**config.mk**
```make
export PLATFORM = sky130hd
export DESIGN_NAME = scan_dr_bank
export DESIGN_NICKNAME = d
export VERILOG_FILES = /design/src/rtl/scan_dr_pkg.sv /design/src/rtl/scan_sreg.sv /design/src/rtl/scan_bsr.sv /design/src/rtl/scan_dr_bank.sv
export SDC_FILE = /design/constraint.sdc
export NUM_CORES = 1
export LEC_CHECK = 0
export ABC_AREA = 1
export BUFFER_PORTS_ARGS = -buffer_cell sky130_fd_sc_hd__buf_4
export CAP_MARGIN = 20
export CORE_UTILIZATION = 43
export DETAILED_ROUTE_END_ITERATION = 8
export HOLD_SLACK_MARGIN = 0.03
export PLACE_DENSITY = 0.66
export SYNTH_ARGS = -nofsm -noshare
export SYNTH_HDL_FRONTEND = slang
export SYNTH_SLANG_ARGS = --single-unit
```
**constraint.sdc**
```tcl
create_clock -name tck -period 3.15 [get_ports tck]
set_clock_uncertainty 0.2 [all_clocks]
set_input_delay 0.4725 -clock tck [delete_from_list [all_inputs] [get_ports tck]]
set_output_delay 0.4725 -clock tck [all_outputs]
set_load 0.1 [all_outputs]
```
**src/rtl/scan_dr_pkg.sv**
```systemverilog
`timescale 1ns/1ps
package scan_dr_pkg;

  typedef enum logic [1:0] {
    SEL_BYP = 2'b00,
    SEL_BSR = 2'b01,
    SEL_IDR = 2'b10,
    SEL_RSV = 2'b11
  } dr_sel_e;

  // Index of the output-enable cell that governs a pin of a port (A=0, B=1).
  function automatic int oe_index(input int port, input int pin,
                                  input int grp_w, input int grp_per_port);
    return port * grp_per_port + pin / grp_w;
  endfunction

  // Value an I/O cell captures: the core value when the core drives the pin
  // in normal mode, otherwise what the pin shows.
  function automatic logic io_capture(input logic test_mode, input logic oe_n,
                                      input logic pin_v, input logic core_v);
    return (!test_mode && !oe_n) ? core_v : pin_v;
  endfunction

endpackage

```
**src/rtl/scan_sreg.sv**
```systemverilog
`timescale 1ns/1ps
module scan_sreg #(
  parameter int          W       = 32,
  parameter logic [W-1:0] CAP_VAL = '0
) (
  input  logic tck,
  input  logic trst_n,
  input  logic cap_en,
  input  logic shf_en,
  input  logic tdi,
  output logic so
);
  logic [W-1:0] q;

  generate
    if (W == 1) begin : g_single
      always_ff @(posedge tck or negedge trst_n) begin
        if (!trst_n)     q <= '0;
        else if (cap_en) q <= CAP_VAL;
        else if (shf_en) q <= tdi;
      end
    end else begin : g_chain
      always_ff @(posedge tck or negedge trst_n) begin
        if (!trst_n)     q <= '0;
        else if (cap_en) q <= CAP_VAL;
        else if (shf_en) q <= {tdi, q[W-1:1]};
      end
    end
  endgenerate

  assign so = q[0];
endmodule

```
**src/rtl/scan_bsr.sv**
```systemverilog
`timescale 1ns/1ps
module scan_bsr #(
  parameter int           W       = 48,
  parameter logic [W-1:0] RST_VAL = '0
) (
  input  logic         tck,
  input  logic         trst_n,
  input  logic         cap_en,
  input  logic         shf_en,
  input  logic         upd_en,
  input  logic         tdi,
  input  logic [W-1:0] cap_vec,
  output logic [W-1:0] shift_q,
  output logic [W-1:0] shadow_q
);
  always_ff @(posedge tck or negedge trst_n) begin
    if (!trst_n)     shift_q <= RST_VAL;
    else if (cap_en) shift_q <= cap_vec;
    else if (shf_en) shift_q <= {tdi, shift_q[W-1:1]};
  end

  always_ff @(negedge tck or negedge trst_n) begin
    if (!trst_n)     shadow_q <= RST_VAL;
    else if (upd_en) shadow_q <= shift_q;
  end
endmodule

```
**src/rtl/scan_dr_bank.sv**
```systemverilog
`timescale 1ns/1ps
module scan_dr_bank
  import scan_dr_pkg::*;
#(
  parameter int              IO_W     = 18,
  parameter int              GRP_W    = 9,
  parameter int              CTL_W    = 8,
  parameter int              ID_W     = 32,
  parameter logic [ID_W-1:0] ID_VALUE = 32'h0008_202F
) (
  input  logic              tck,
  input  logic              trst_n,
  input  logic              tdi_i,
  input  logic              cap_dr_i,
  input  logic              shf_dr_i,
  input  logic              upd_dr_i,
  input  logic [1:0]        dr_sel_i,
  input  logic              test_mode_i,
  input  logic [3:0]        oe_pin_i,
  input  logic [CTL_W-1:0]  ctl_pin_i,
  input  logic [IO_W-1:0]   a_pin_i,
  input  logic [IO_W-1:0]   b_pin_i,
  input  logic [IO_W-1:0]   a_core_i,
  input  logic [IO_W-1:0]   b_core_i,
  output logic              tdo_o,
  output logic [IO_W-1:0]   a_drv_o,
  output logic [IO_W-1:0]   a_drv_en_o,
  output logic [IO_W-1:0]   b_drv_o,
  output logic [IO_W-1:0]   b_drv_en_o
);
  localparam int GRP_PER_PORT = IO_W / GRP_W;
  localparam int OE_W         = 2 * GRP_PER_PORT;
  localparam int B_LO         = 0;
  localparam int A_LO         = IO_W;
  localparam int CTL_LO       = 2 * IO_W;
  localparam int OE_LO        = CTL_LO + CTL_W;
  localparam int BSR_W        = OE_LO + OE_W;
  localparam logic [BSR_W-1:0] BSR_RST = {{OE_W{1'b1}}, {(BSR_W-OE_W){1'b0}}};

  dr_sel_e sel;
  assign sel = dr_sel_e'(dr_sel_i);

  // Named internal events, also observed by the bound checker.
  logic sel_bsr, sel_idr, sel_byp;
  logic cap_bsr, shf_bsr, upd_bsr;
  logic [BSR_W-1:0] cap_vec;
  logic [BSR_W-1:0] bsr_shift_q;
  logic [BSR_W-1:0] bsr_shadow_q;
  logic [OE_W-1:0]  shadow_oe_n;
  logic             byp_so, idr_so;

  assign sel_bsr = (sel == SEL_BSR);
  assign sel_idr = (sel == SEL_IDR);
  assign sel_byp = !sel_bsr && !sel_idr;
  assign cap_bsr = cap_dr_i && sel_bsr;
  assign shf_bsr = shf_dr_i && sel_bsr;
  assign upd_bsr = upd_dr_i && sel_bsr;

  // Capture vector: control inputs straight from the pins, I/O cells per pin.
  assign cap_vec[OE_LO  +: OE_W]  = oe_pin_i[OE_W-1:0];
  assign cap_vec[CTL_LO +: CTL_W] = ctl_pin_i;

  assign shadow_oe_n = bsr_shadow_q[OE_LO +: OE_W];

  generate
    for (genvar i = 0; i < IO_W; i++) begin : g_io
      localparam int AI = oe_index(0, i, GRP_W, GRP_PER_PORT);
      localparam int BI = oe_index(1, i, GRP_W, GRP_PER_PORT);
      assign cap_vec[A_LO+i] = io_capture(test_mode_i, oe_pin_i[AI], a_pin_i[i], a_core_i[i]);
      assign cap_vec[B_LO+i] = io_capture(test_mode_i, oe_pin_i[BI], b_pin_i[i], b_core_i[i]);
      assign a_drv_o[i]      = bsr_shadow_q[A_LO+i];
      assign b_drv_o[i]      = bsr_shadow_q[B_LO+i];
      assign a_drv_en_o[i]   = test_mode_i && !shadow_oe_n[AI];
      assign b_drv_en_o[i]   = test_mode_i && !shadow_oe_n[BI];
    end
  endgenerate

  scan_bsr #(.W(BSR_W), .RST_VAL(BSR_RST)) u_bsr (
    .tck(tck), .trst_n(trst_n), .cap_en(cap_bsr), .shf_en(shf_bsr),
    .upd_en(upd_bsr), .tdi(tdi_i), .cap_vec(cap_vec),
    .shift_q(bsr_shift_q), .shadow_q(bsr_shadow_q)
  );

  scan_sreg #(.W(1), .CAP_VAL(1'b0)) u_byp (
    .tck(tck), .trst_n(trst_n), .cap_en(cap_dr_i && sel_byp),
    .shf_en(shf_dr_i && sel_byp), .tdi(tdi_i), .so(byp_so)
  );

  scan_sreg #(.W(ID_W), .CAP_VAL(ID_VALUE)) u_idr (
    .tck(tck), .trst_n(trst_n), .cap_en(cap_dr_i && sel_idr),
    .shf_en(shf_dr_i && sel_idr), .tdi(tdi_i), .so(idr_so)
  );

  always_comb begin
    if (sel_bsr)      tdo_o = bsr_shift_q[0];
    else if (sel_idr) tdo_o = idr_so;
    else              tdo_o = byp_so;
  end
endmodule

```
==> out/results.txt, run 1 <==
EDFF count, synth: 0
hold_ws: 0.119 ns
IO buf count: 165
crit path max fanout: 9
Cell Pwr Density: 939 nW/um^2
Worst Hold Launch: ctl_pin_i[4]
Vias/cell: 4.56
Top FF cell, synth: dfrtp_1
number of CTS-inserted buffers: 17
asr flop ratio synth: 1.00
outcome: complete, but fails checks
Post-DRT Antenna Nets: 0
Worst-Margin Slew: 0.720 ns
DP Area: 7680 um^2
largest net degree at the start of global routing: 54
sw power: 3.65 mW
crit path cell chain: nor2_4 -> buf_4
r2r setup slk: 0.51 ns
Largest stage delay, worst path: 0.37 ns
Worst Hold Class: in2reg
Internal Pwr Total: 4.74 mW
largest cells by area after synthesis: dfrtp_1 (29%), dfrtn_1 (14%), nand2_1 (11%), buf_4 (8.8%), inv_1 (6.8%)
most instantiated library cell after synthesis: nand2_1
Net Count, Synth: 906
Die H: 126 um
site row count: 45
CTS Root Cell: clkbuf_16
post-layout instance area: 8940 um^2
DPL Wire Length: 10,400 um
worst flop-to-flop path startpoint: u_bsr.shift_q[33]
vias in the first global route: 5,048
Post-Syn Instances: 810
Yosys reg bits: 121
1st-iter DRT viols: 279
post-route worst setup slack: -0.462 ns
WP data arrival: 2.94 ns
Final #Nets: 1,029
Die ar.: 15,900 um^2
clock power share: 0.241
Initial Util: 0.438
clk_lat worst skew: 0.42 ns
Reg clk slew, reported paths: 0.05 ns
GRT Util Overall: 0.205
Slew Limit Fails: 0
total power: 8.40 mW
Max VDD drop: 0.000546 V
final hold viol count: 0
Die X: 126 um
antenna violations before repair: 0
final setup vio count: 72
CP max stage cell: dfstp_2
setup TNS: -20.57 ns
io pins: 166
layout cells sized above 1: 0.340
crit-path leading delay family: flip-flops
pre-CTS WS: -0.255 ns
ranking of synthesized cells by instance count: nand2_1 (199), inv_1 (120), nor2_1 (91)
Synth area leader: dfrtp_1
register area share after synthesis: 0.458
# diodes: 0
Lkg Pwr: 4.72 nW
Setup crit start: u_bsr.shadow_q[47]
H-tree depth: 4
GP Congestion: 0.744
sequential power share: 0.286
top-area cell type share of the netlist area: 0.291
Core Area: 15,100 um^2
drt wl/cell: 13.5 um
WL final: 15,300 um
WP buf/inv: 1
CTS tree: yes
first-pass GRT wire length: 25,200 um
Max Cap Violations: 0
Slew headroom: 0.517
worst path required time: 2.48 ns
GR Overflow Total: 0
Mean Syn Cell Area: 8.19 um^2
RSZ-0062 raised after global routing: yes
drt drc: 0
Cell Area, Synth: 6630 um^2
violated checks: setup timing
area delta synth->final: 34.8%
Synth warnings: 0
Sinks on Clock Net: 121
clock tree buffer depth: 2
drt pass-1 iters: 4
CP Class: reg2out
Netlist cell types: 24
Gate power share: 0.473
startpoint types: register
Sw Ratio: 0.435
detailed-route via count: 5,176
Worst Setup End Kind: output pin
==> stage by stage <==
stage               instances  utilization
floorplan                 810            -
global placement         1080        0.507
detailed placement       1080        0.507
CTS                      1130        0.588
global route             1134        0.590
finish                   1134        0.590
==> sequential cells by signal, summed over array words and instances (netlist names) <==
signal / cells
u_bsr.shadow_q: 40
u_byp.so: 1
u_idr.q: 32
u_bsr.shift_q: 48
==> path summary, 6_finish.rpt <==
path | end | cells past startpoint
worst max-delay path | b_drv_en_o[14] | 2
worst min-delay path | u_bsr.shift_q[40] | 3
worst max register to register | u_bsr.shadow_q[33] | 1
worst min register to register | u_bsr.shift_q[46] | 2
max in group asynchronous | u_bsr.shadow_q[26] | 3
min in group asynchronous | u_bsr.shift_q[3] | 2
==> power by group through the flow <==
stage | Combinational [mW] | Sequential, mW | Clock [mW]
3_3_place_gp | 3.36 | 2.32 | 0.00988
2_1_floorplan | 3.16 | 2.23 | 0.00988
4_1_cts | 3.96 | 2.40 | 2.06
5_1_grt | 4.14 | 2.46 | 2.13
6_report | 3.97 | 2.40 | 2.03
3_5_place_dp | 3.39 | 2.33 | 0.00988
==> cell families after synthesis <==
kind of cell               synth area share
and+or+nand+nor                       0.204
DFF                                   0.458
muxes                                0.0645
AOI/OAI and AO/OA                    0.0849
buffers and inverters                 0.183
adders and majority gates           0.00566
==> cell usage in the layout (no fill, tap or decap), types with 3 or more instances in the layout <==
cell type  Yosys  final
nand2_2        4      4
dfrtn_1       36     36
o21ai_0        3      3
mux2_2        38     24
nand2_1      199    197
nor2_4         1      6
mux2_4         0     14
dfstp_2        8      8
clkinv_1       1      3
buf_4         78    153
bufinv_16      0      3
clkbuf_16      0     18
buf_12         0     43
clkbuf_1       0      3
a21oi_1       44     44
nor2_1        91     87
a31oi_1       11     11
inv_2          1      3
nand3_1       36     36
inv_1        120    122
clkbuf_8       0      3
buf_6          8      3
nor2_2         4      4
a21oi_2       28     28
dfrtp_1       77     77
==> layout make-up <==
| type | instances | area [um^2] |
|---|---|---|
| clock inverters | 12 | 126 |
| repair buffers | 202 | 2080 |
| flip-flops and latches | 121 | 3040 |
| multi-input cells | 466 | 2500 |
| well taps | 188 | 235 |
| fillers | 1332 | 6210 |
| inverters | 121 | 454 |
| clock buffers | 24 | 503 |
==> layer usage <==
| layer | vias to the layer above | share of wire | GRT usage |
|---|---|---|---|
| met5 | - | 0 | 0 |
| met4 | 0 | 0.015 | 0.0780 |
| met3 | 18 | 0.043 | 0.0476 |
| met2 | 126 | 0.48 | 0.336 |
| met1 | 2371 | 0.46 | 0.264 |
| li1 | 2661 | - | - |
==> repair_timing <==
action,4_1_cts,5_1_grt
resized for setup,118,1
hold buffers,1,0
endpoints found under the setup margin,72,72
endpoints found under the hold margin,6,0
cloned,1,0
setup buffers,13,4
(Power assumes the default switching activity.)
==> run 2: changes to the inputs <==
--- a/config.mk
+++ b/config.mk
@@ -14,4 +14,5 @@
 export PLACE_DENSITY = 0.66
 export SYNTH_ARGS = -nofsm -noshare
 export SYNTH_HDL_FRONTEND = slang
+export SYNTH_HIERARCHICAL = 1
 export SYNTH_SLANG_ARGS = --single-unit
==> out/results.txt, run 2 <==
number of CTS-inserted buffers: 17 (unchanged)
Largest stage delay, worst path: 0.37 ns (about the same)
Die ar.: 14,600 um^2 (-8.3%)
Reg clk slew, reported paths: 0.05 ns (about the same)
crit path cell chain: nor2_4 -> buf_4
antenna violations before repair: 0 (unchanged)
post-layout instance area: 8400 um^2 (-6.1%)
Worst-Margin Slew: 0.794 ns (+0.0742 ns)
post-route worst setup slack: -0.420 ns (+0.0414 ns)
Net Count, Synth: 862 (-4.9%)
WL final: 15,100 um (-1.4%)
final setup vio count: 72 (unchanged)
crit-path leading delay family: flip-flops
Die H: 121 um (-4.2%)
Worst Hold Class: in2reg
RSZ-0062 raised after global routing: yes
Lkg Pwr: 4.30 nW (-9.0%)
Synth warnings: 6 (+6)
area delta synth->final: 38.2%
site row count: 43 (-4.4%)
layout cells sized above 1: 0.281 (-0.0596)
total power: 6.52 mW (-22%)
crit path max fanout: 9 (unchanged)
most frequent cells in the layout: nand2_1 (276), buf_4 (157), nand3_1 (123), dfrtp_1 (77), o21ai_0 (76)
Max Cap Violations: 0 (unchanged)
clk_lat worst skew: 0.42 ns (about the same)
GRT Util Overall: 0.222 (+0.0171)
WP data arrival: 2.90 ns (-0.04 ns)
DP Area: 7240 um^2 (-5.7%)
largest net degree at the start of global routing: 49 (-9.3%)
top flop regs: u_bsr/shift_q: 48 flops, u_bsr/shadow_q: 40 flops, u_idr/q: 32 flops
Cell Area, Synth: 6070 um^2 (-8.4%)
detailed-route via count: 5,286 (+2.1%)
sequential power share: 0.325 (+0.039)
Sw Ratio: 0.411 (-0.0240)
DPL Wire Length: 10,400 um (+0.52%)
Cell Pwr Density: 777 nW/um^2 (-17%)
commonest non-fill, non-tap cell in the layout: nand2_1
vias in the first global route: 4,929 (-2.4%)
Die X: 121 um (-4.2%)
Final #Nets: 1,003 (-2.5%)
# diodes: 0 (unchanged)
CP max stage cell: dfstp_2
Mean Syn Cell Area: 7.94 um^2 (-3.0%)
Post-Syn Instances: 765 (-5.6%)
Core Area: 13,800 um^2 (-8.7%)
Worst Setup End Kind: output pin
final hold viol count: 0 (unchanged)
first-pass GRT wire length: 24,900 um (-1.3%)
Initial Util: 0.439 (+0.00148)
H-tree depth: 4 (unchanged)
final core occ: 0.607 (+0.0169)
Max VDD drop: 0.000517 V (-5.2%)
hold_ws: 0.0691 ns (-0.0499 ns)
drt pass-1 iters: 4 (unchanged)
Final Non-Filler Cells: 1,099 (-3.1%)
IO buf count: 165 (unchanged)
violated checks: setup timing
Most flops, register: u_bsr/shift_q
pre-CTS WS: -0.124 ns (+0.131 ns)
CTS tree: yes
GP Congestion: 0.817 (+9.8%)
Gate power share: 0.386 (-0.087)
fill count: 1,226 (-8.0%)
worst path required time: 2.48 ns (about the same)
1st-iter DRT viols: 313 (+12%)
setup TNS: -20.37 ns (+0.201 ns)
GR Overflow Total: 0 (unchanged)
CTS Root Cell: clkbuf_16
multi-input logic area: 2320 um^2 (-7.2%)
startpoint types: register
io pins: 166 (unchanged)
Post-DRT Antenna Nets: 0 (unchanged)
clock power share: 0.289 (+0.048)
Sinks on Clock Net: 121 (unchanged)
clock tree buffer depth: 2 (unchanged)
number of flip-flops in the largest register: 48 (unchanged)
outcome: complete, but fails checks
WP buf/inv: 1 (unchanged)
Internal Pwr Total: 3.84 mW (-19%)
Vias/cell: 4.81 (+5.4%)
drt wl/cell: 13.7 um (+1.7%)
drt drc: 0 (unchanged)
Cells after DPL: 1,050 (-2.8%)
sw power: 2.68 mW (-27%)
Slew Limit Fails: 0 (unchanged)
register area: 3040 um^2 (unchanged)
CP Class: reg2out
Slew headroom: 0.470 (-0.0473)
[run 2: cell type report]
type	instances	share of cell area
clock buffer	26	0.0659
multi-input combinational	506	0.276
sequential	121	0.362
inverter	57	0.0255
clock inverter	10	0.00537
timing repair buffer	199	0.238
tap	180	0.0268
[run 2: power groups by stage]
stage / Clock (mW) / Combinational, mW / Sequential (mW)
floorplan: 0.00988 / 1.06 / 2.80
global placement: 0.00988 / 2.18 / 2.08
detailed placement: 0.00988 / 2.20 / 2.08
CTS: 1.92 / 2.49 / 2.12
global route: 2.00 / 2.64 / 2.15
finish: 1.89 / 2.52 / 2.12
[run 2: metal layers]
metal | vias to the layer above | track usage | share of wire
met5 | - | 0 | 0
met3 | 14 | 0.0656 | 0.065
met1 | 2427 | 0.307 | 0.47
li1 | 2683 | - | -
met2 | 162 | 0.332 | 0.45
met4 | 0 | 0.0741 | 0.015
[run 2: worst min-delay path: cells and delay by family]
family	cells	cell delay (ns)
buffers and inverters	1	0.08
and+or+nand+nor	2	0.10
[run 2: worst paths after layout]
| path | from | endpoint | slack (ns) | depth (start not counted) |
|---|---|---|---|---|
| min reg2reg | u_byp/so | u_byp/so | 0.27 | 2 |
| min in group asynchronous | trst_n | u_bsr/shift_q[12] | 0.32 | 2 |
| max | u_bsr/shadow_q[45] | a_drv_en_o[14] | -0.42 | 2 |
| max reg2reg | u_bsr/shift_q[0] | u_bsr/shadow_q[0] | 0.59 | 2 |
| max in group asynchronous | trst_n | u_bsr/shadow_q[29] | 0.44 | 3 |
| min | ctl_pin_i[4] | u_bsr/shift_q[40] | 0.07 | 3 |
[run 2: repair_timing]
action,4_1_cts,5_1_grt
setup endpoints to repair,72,72
resized for setup,108,1
setup buffers,5,8
pin swaps,0,0
endpoints found under the hold margin,10,0
hold buffers,1,0
==> run 3: changes to the inputs <==
--- a/config.mk
+++ b/config.mk
@@ -12,7 +12,7 @@
 export DETAILED_ROUTE_END_ITERATION = 8
 export HOLD_SLACK_MARGIN = 0.03
 export PLACE_DENSITY = 0.66
+export SKIP_CTS_REPAIR_TIMING = 1
 export SYNTH_ARGS = -nofsm -noshare
 export SYNTH_HDL_FRONTEND = slang
-export SYNTH_HIERARCHICAL = 1
 export SYNTH_SLANG_ARGS = --single-unit
==> out/results.txt, run 3 (same netlist as run 1, synthesis figures left out) <==
outcome: complete, but fails checks
violated checks: setup timing
r2r setup slk: 0.51 ns (-0.08 ns)
Final Non-Filler Cells: 1,131 (+2.9%)
clock power share: 0.240 (-0.049)
RR Endpoint: u_bsr.shadow_q[28]
RSZ-0062 raised after global routing: yes
post-route worst setup slack: -0.472 ns (-0.0517 ns)
io pins: 166 (unchanged)
Vias/cell: 4.59 (-4.6%)
Die X: 126 um (+4.4%)
R2R depth: 1 (-1)
CP Class: reg2out
crit-path leading delay family: flip-flops
Sw Ratio: 0.433 (+0.0224)
Core Area: 15,100 um^2 (+9.5%)
first-pass GRT wire length: 24,400 um (-2.0%)
most frequent cells in the layout: nand2_1 (197), buf_4 (135), inv_1 (122), nor2_1 (87), dfrtp_1 (77)
CP endpoint: b_drv_en_o[10]
commonest non-fill, non-tap cell in the layout: nand2_1
detailed-route via count: 5,192 (-1.8%)
worst flop-to-flop path startpoint: u_bsr.shift_q[28]
Post-DRT Antenna Nets: 0 (unchanged)
WP buf/inv: 1 (unchanged)
setup TNS: -21.11 ns (-0.745 ns)
Max Cap Violations: 0 (unchanged)
WL final: 15,300 um (+1.6%)
Initial Util: 0.438 (-0.00148)
number of CTS-inserted buffers: 17 (unchanged)
Lkg Pwr: 4.75 nW (+10%)
# diodes: 0 (unchanged)
Die H: 126 um (+4.4%)
clock tree buffer depth: 2 (unchanged)
clk_lat worst skew: 0.42 ns (about the same)
Setup crit start: u_bsr.shadow_q[47]
startpoint types: register
final hold viol count: 0 (unchanged)
final setup vio count: 72 (unchanged)
Slew headroom: 0.530 (+0.0599)
Die ar.: 15,900 um^2 (+9.0%)
worst path required time: 2.48 ns (about the same)
top flop regs: u_bsr.shift_q: 48 flops, u_bsr.shadow_q: 40 flops, u_idr.q: 32 flops
CP Depth: 2 (unchanged)
crit path cell chain: nor2_4 -> buf_4
Final #Nets: 1,026 (+2.3%)
Worst-Margin Slew: 0.701 ns (-0.0931 ns)
Worst Hold Class: in2reg
IO buf count: 165 (unchanged)
site row count: 45 (+4.7%)
DPL Wire Length: 10,400 um (-0.52%)
crit path max fanout: 8 (-1)
WP data arrival: 2.95 ns (+0.05 ns)
drt drc: 0 (unchanged)
vias in the first global route: 4,874 (-1.1%)
CTS tree: yes
GP Congestion: 0.744 (-9.0%)
sw power: 3.65 mW (+36%)
Worst Setup End Kind: output pin
GRT Util Overall: 0.198 (-0.0244)
CTS Root Cell: clkbuf_16
Cells after DPL: 1,080 (+2.9%)
sequential power share: 0.284 (-0.041)
antenna violations before repair: 0 (unchanged)
Max VDD drop: 0.000546 V (+5.5%)
1st-iter DRT viols: 259 (-17%)
total power: 8.43 mW (+29%)
Cell Pwr Density: 934 nW/um^2 (+20%)
Most flops, register: u_bsr.shift_q
area delta synth->final: 36.3%
Sinks on Clock Net: 121 (unchanged)
H-tree depth: 4 (unchanged)
Reg clk slew, reported paths: 0.05 ns (about the same)
largest net degree at the start of global routing: 54 (+10%)
CP max stage cell: dfstp_2
Largest stage delay, worst path: 0.37 ns (about the same)
fill count: 1,316 (+7.3%)
drt wl/cell: 13.6 um (-1.3%)
Internal Pwr Total: 4.78 mW (+24%)
Gate power share: 0.475 (+0.089)
GR Overflow Total: 0 (unchanged)
Slew Limit Fails: 0 (unchanged)
number of flip-flops in the largest register: 48 (unchanged)
drt pass-1 iters: 6 (+2)
layout cells sized above 1: 0.338 (+0.0575)
==> run 3: cell count changes in the layout (fill, tap and decap cells not counted), sizes merged, moves of 65 or more <==
cell / before / now
nand3: 123 / 36
nor2: 11 / 97
nand2: 285 / 203
o21ai: 76 / 3
a21oi: 7 / 72
inv: 60 / 125
==> run 3: worst min path at each step <==
stage	start	end	slack, ns	cells past startpoint
after floorplan	trst_n	u_bsr.shift_q[0]	-0.02	0
after global placement	trst_n	u_bsr.shift_q[43]	0.20	1
after detailed placement	trst_n	u_bsr.shift_q[43]	0.20	1
after CTS	trst_n	u_bsr.shift_q[42]	-0.25	1
after global routing	ctl_pin_i[7]	u_bsr.shift_q[43]	0.12	3
final	oe_pin_i[1]	u_bsr.shift_q[45]	0.12	3
==> run 3: metal layers <==
layer  up-vias  share of wire  global-route usage
met1      2372           0.45               0.258
met3        19          0.051              0.0476
li1       2655              -                   -
met4         0          0.015              0.0780
met2       146           0.48               0.317
met5         -              0                   0
==> run 3: power groups by stage <==
stage	clock [mW]	combinational, mW	sequential (mW)
after global placement	0.00988	3.36	2.32
final	2.03	4.01	2.40
after CTS	2.06	3.39	2.31
after detailed placement	0.00988	3.39	2.33
after floorplan	0.00988	3.16	2.23
after global routing	2.13	4.18	2.46
==> run 3: stage by stage <==
stage | hold slack [ns] | cell area [um^2] | utilization | setup WS (ns)
after floorplan | -0.0231 | 6880 | - | -0.408
after global placement | 0.199 | 7680 | 0.507 | -0.228
after detailed placement | 0.200 | 7680 | 0.507 | -0.255
after CTS | -0.250 | 8300 | 0.548 | -0.478
after global routing | 0.123 | 9030 | 0.597 | -0.529
final | 0.122 | 9030 | 0.597 | -0.472
==> run 3: cell type report <==
type / instances / area, um^2 / area share
Clock buffer: 24 / 503 / 0.0557
Clock inverter: 12 / 126 / 0.0140
Inverter: 121 / 454 / 0.0503
Multi-Input combinational cell: 465 / 2490 / 0.275
Sequential cell: 121 / 3040 / 0.336
Tap cell: 188 / 235 / 0.0260
Timing Repair Buffer: 200 / 2190 / 0.242
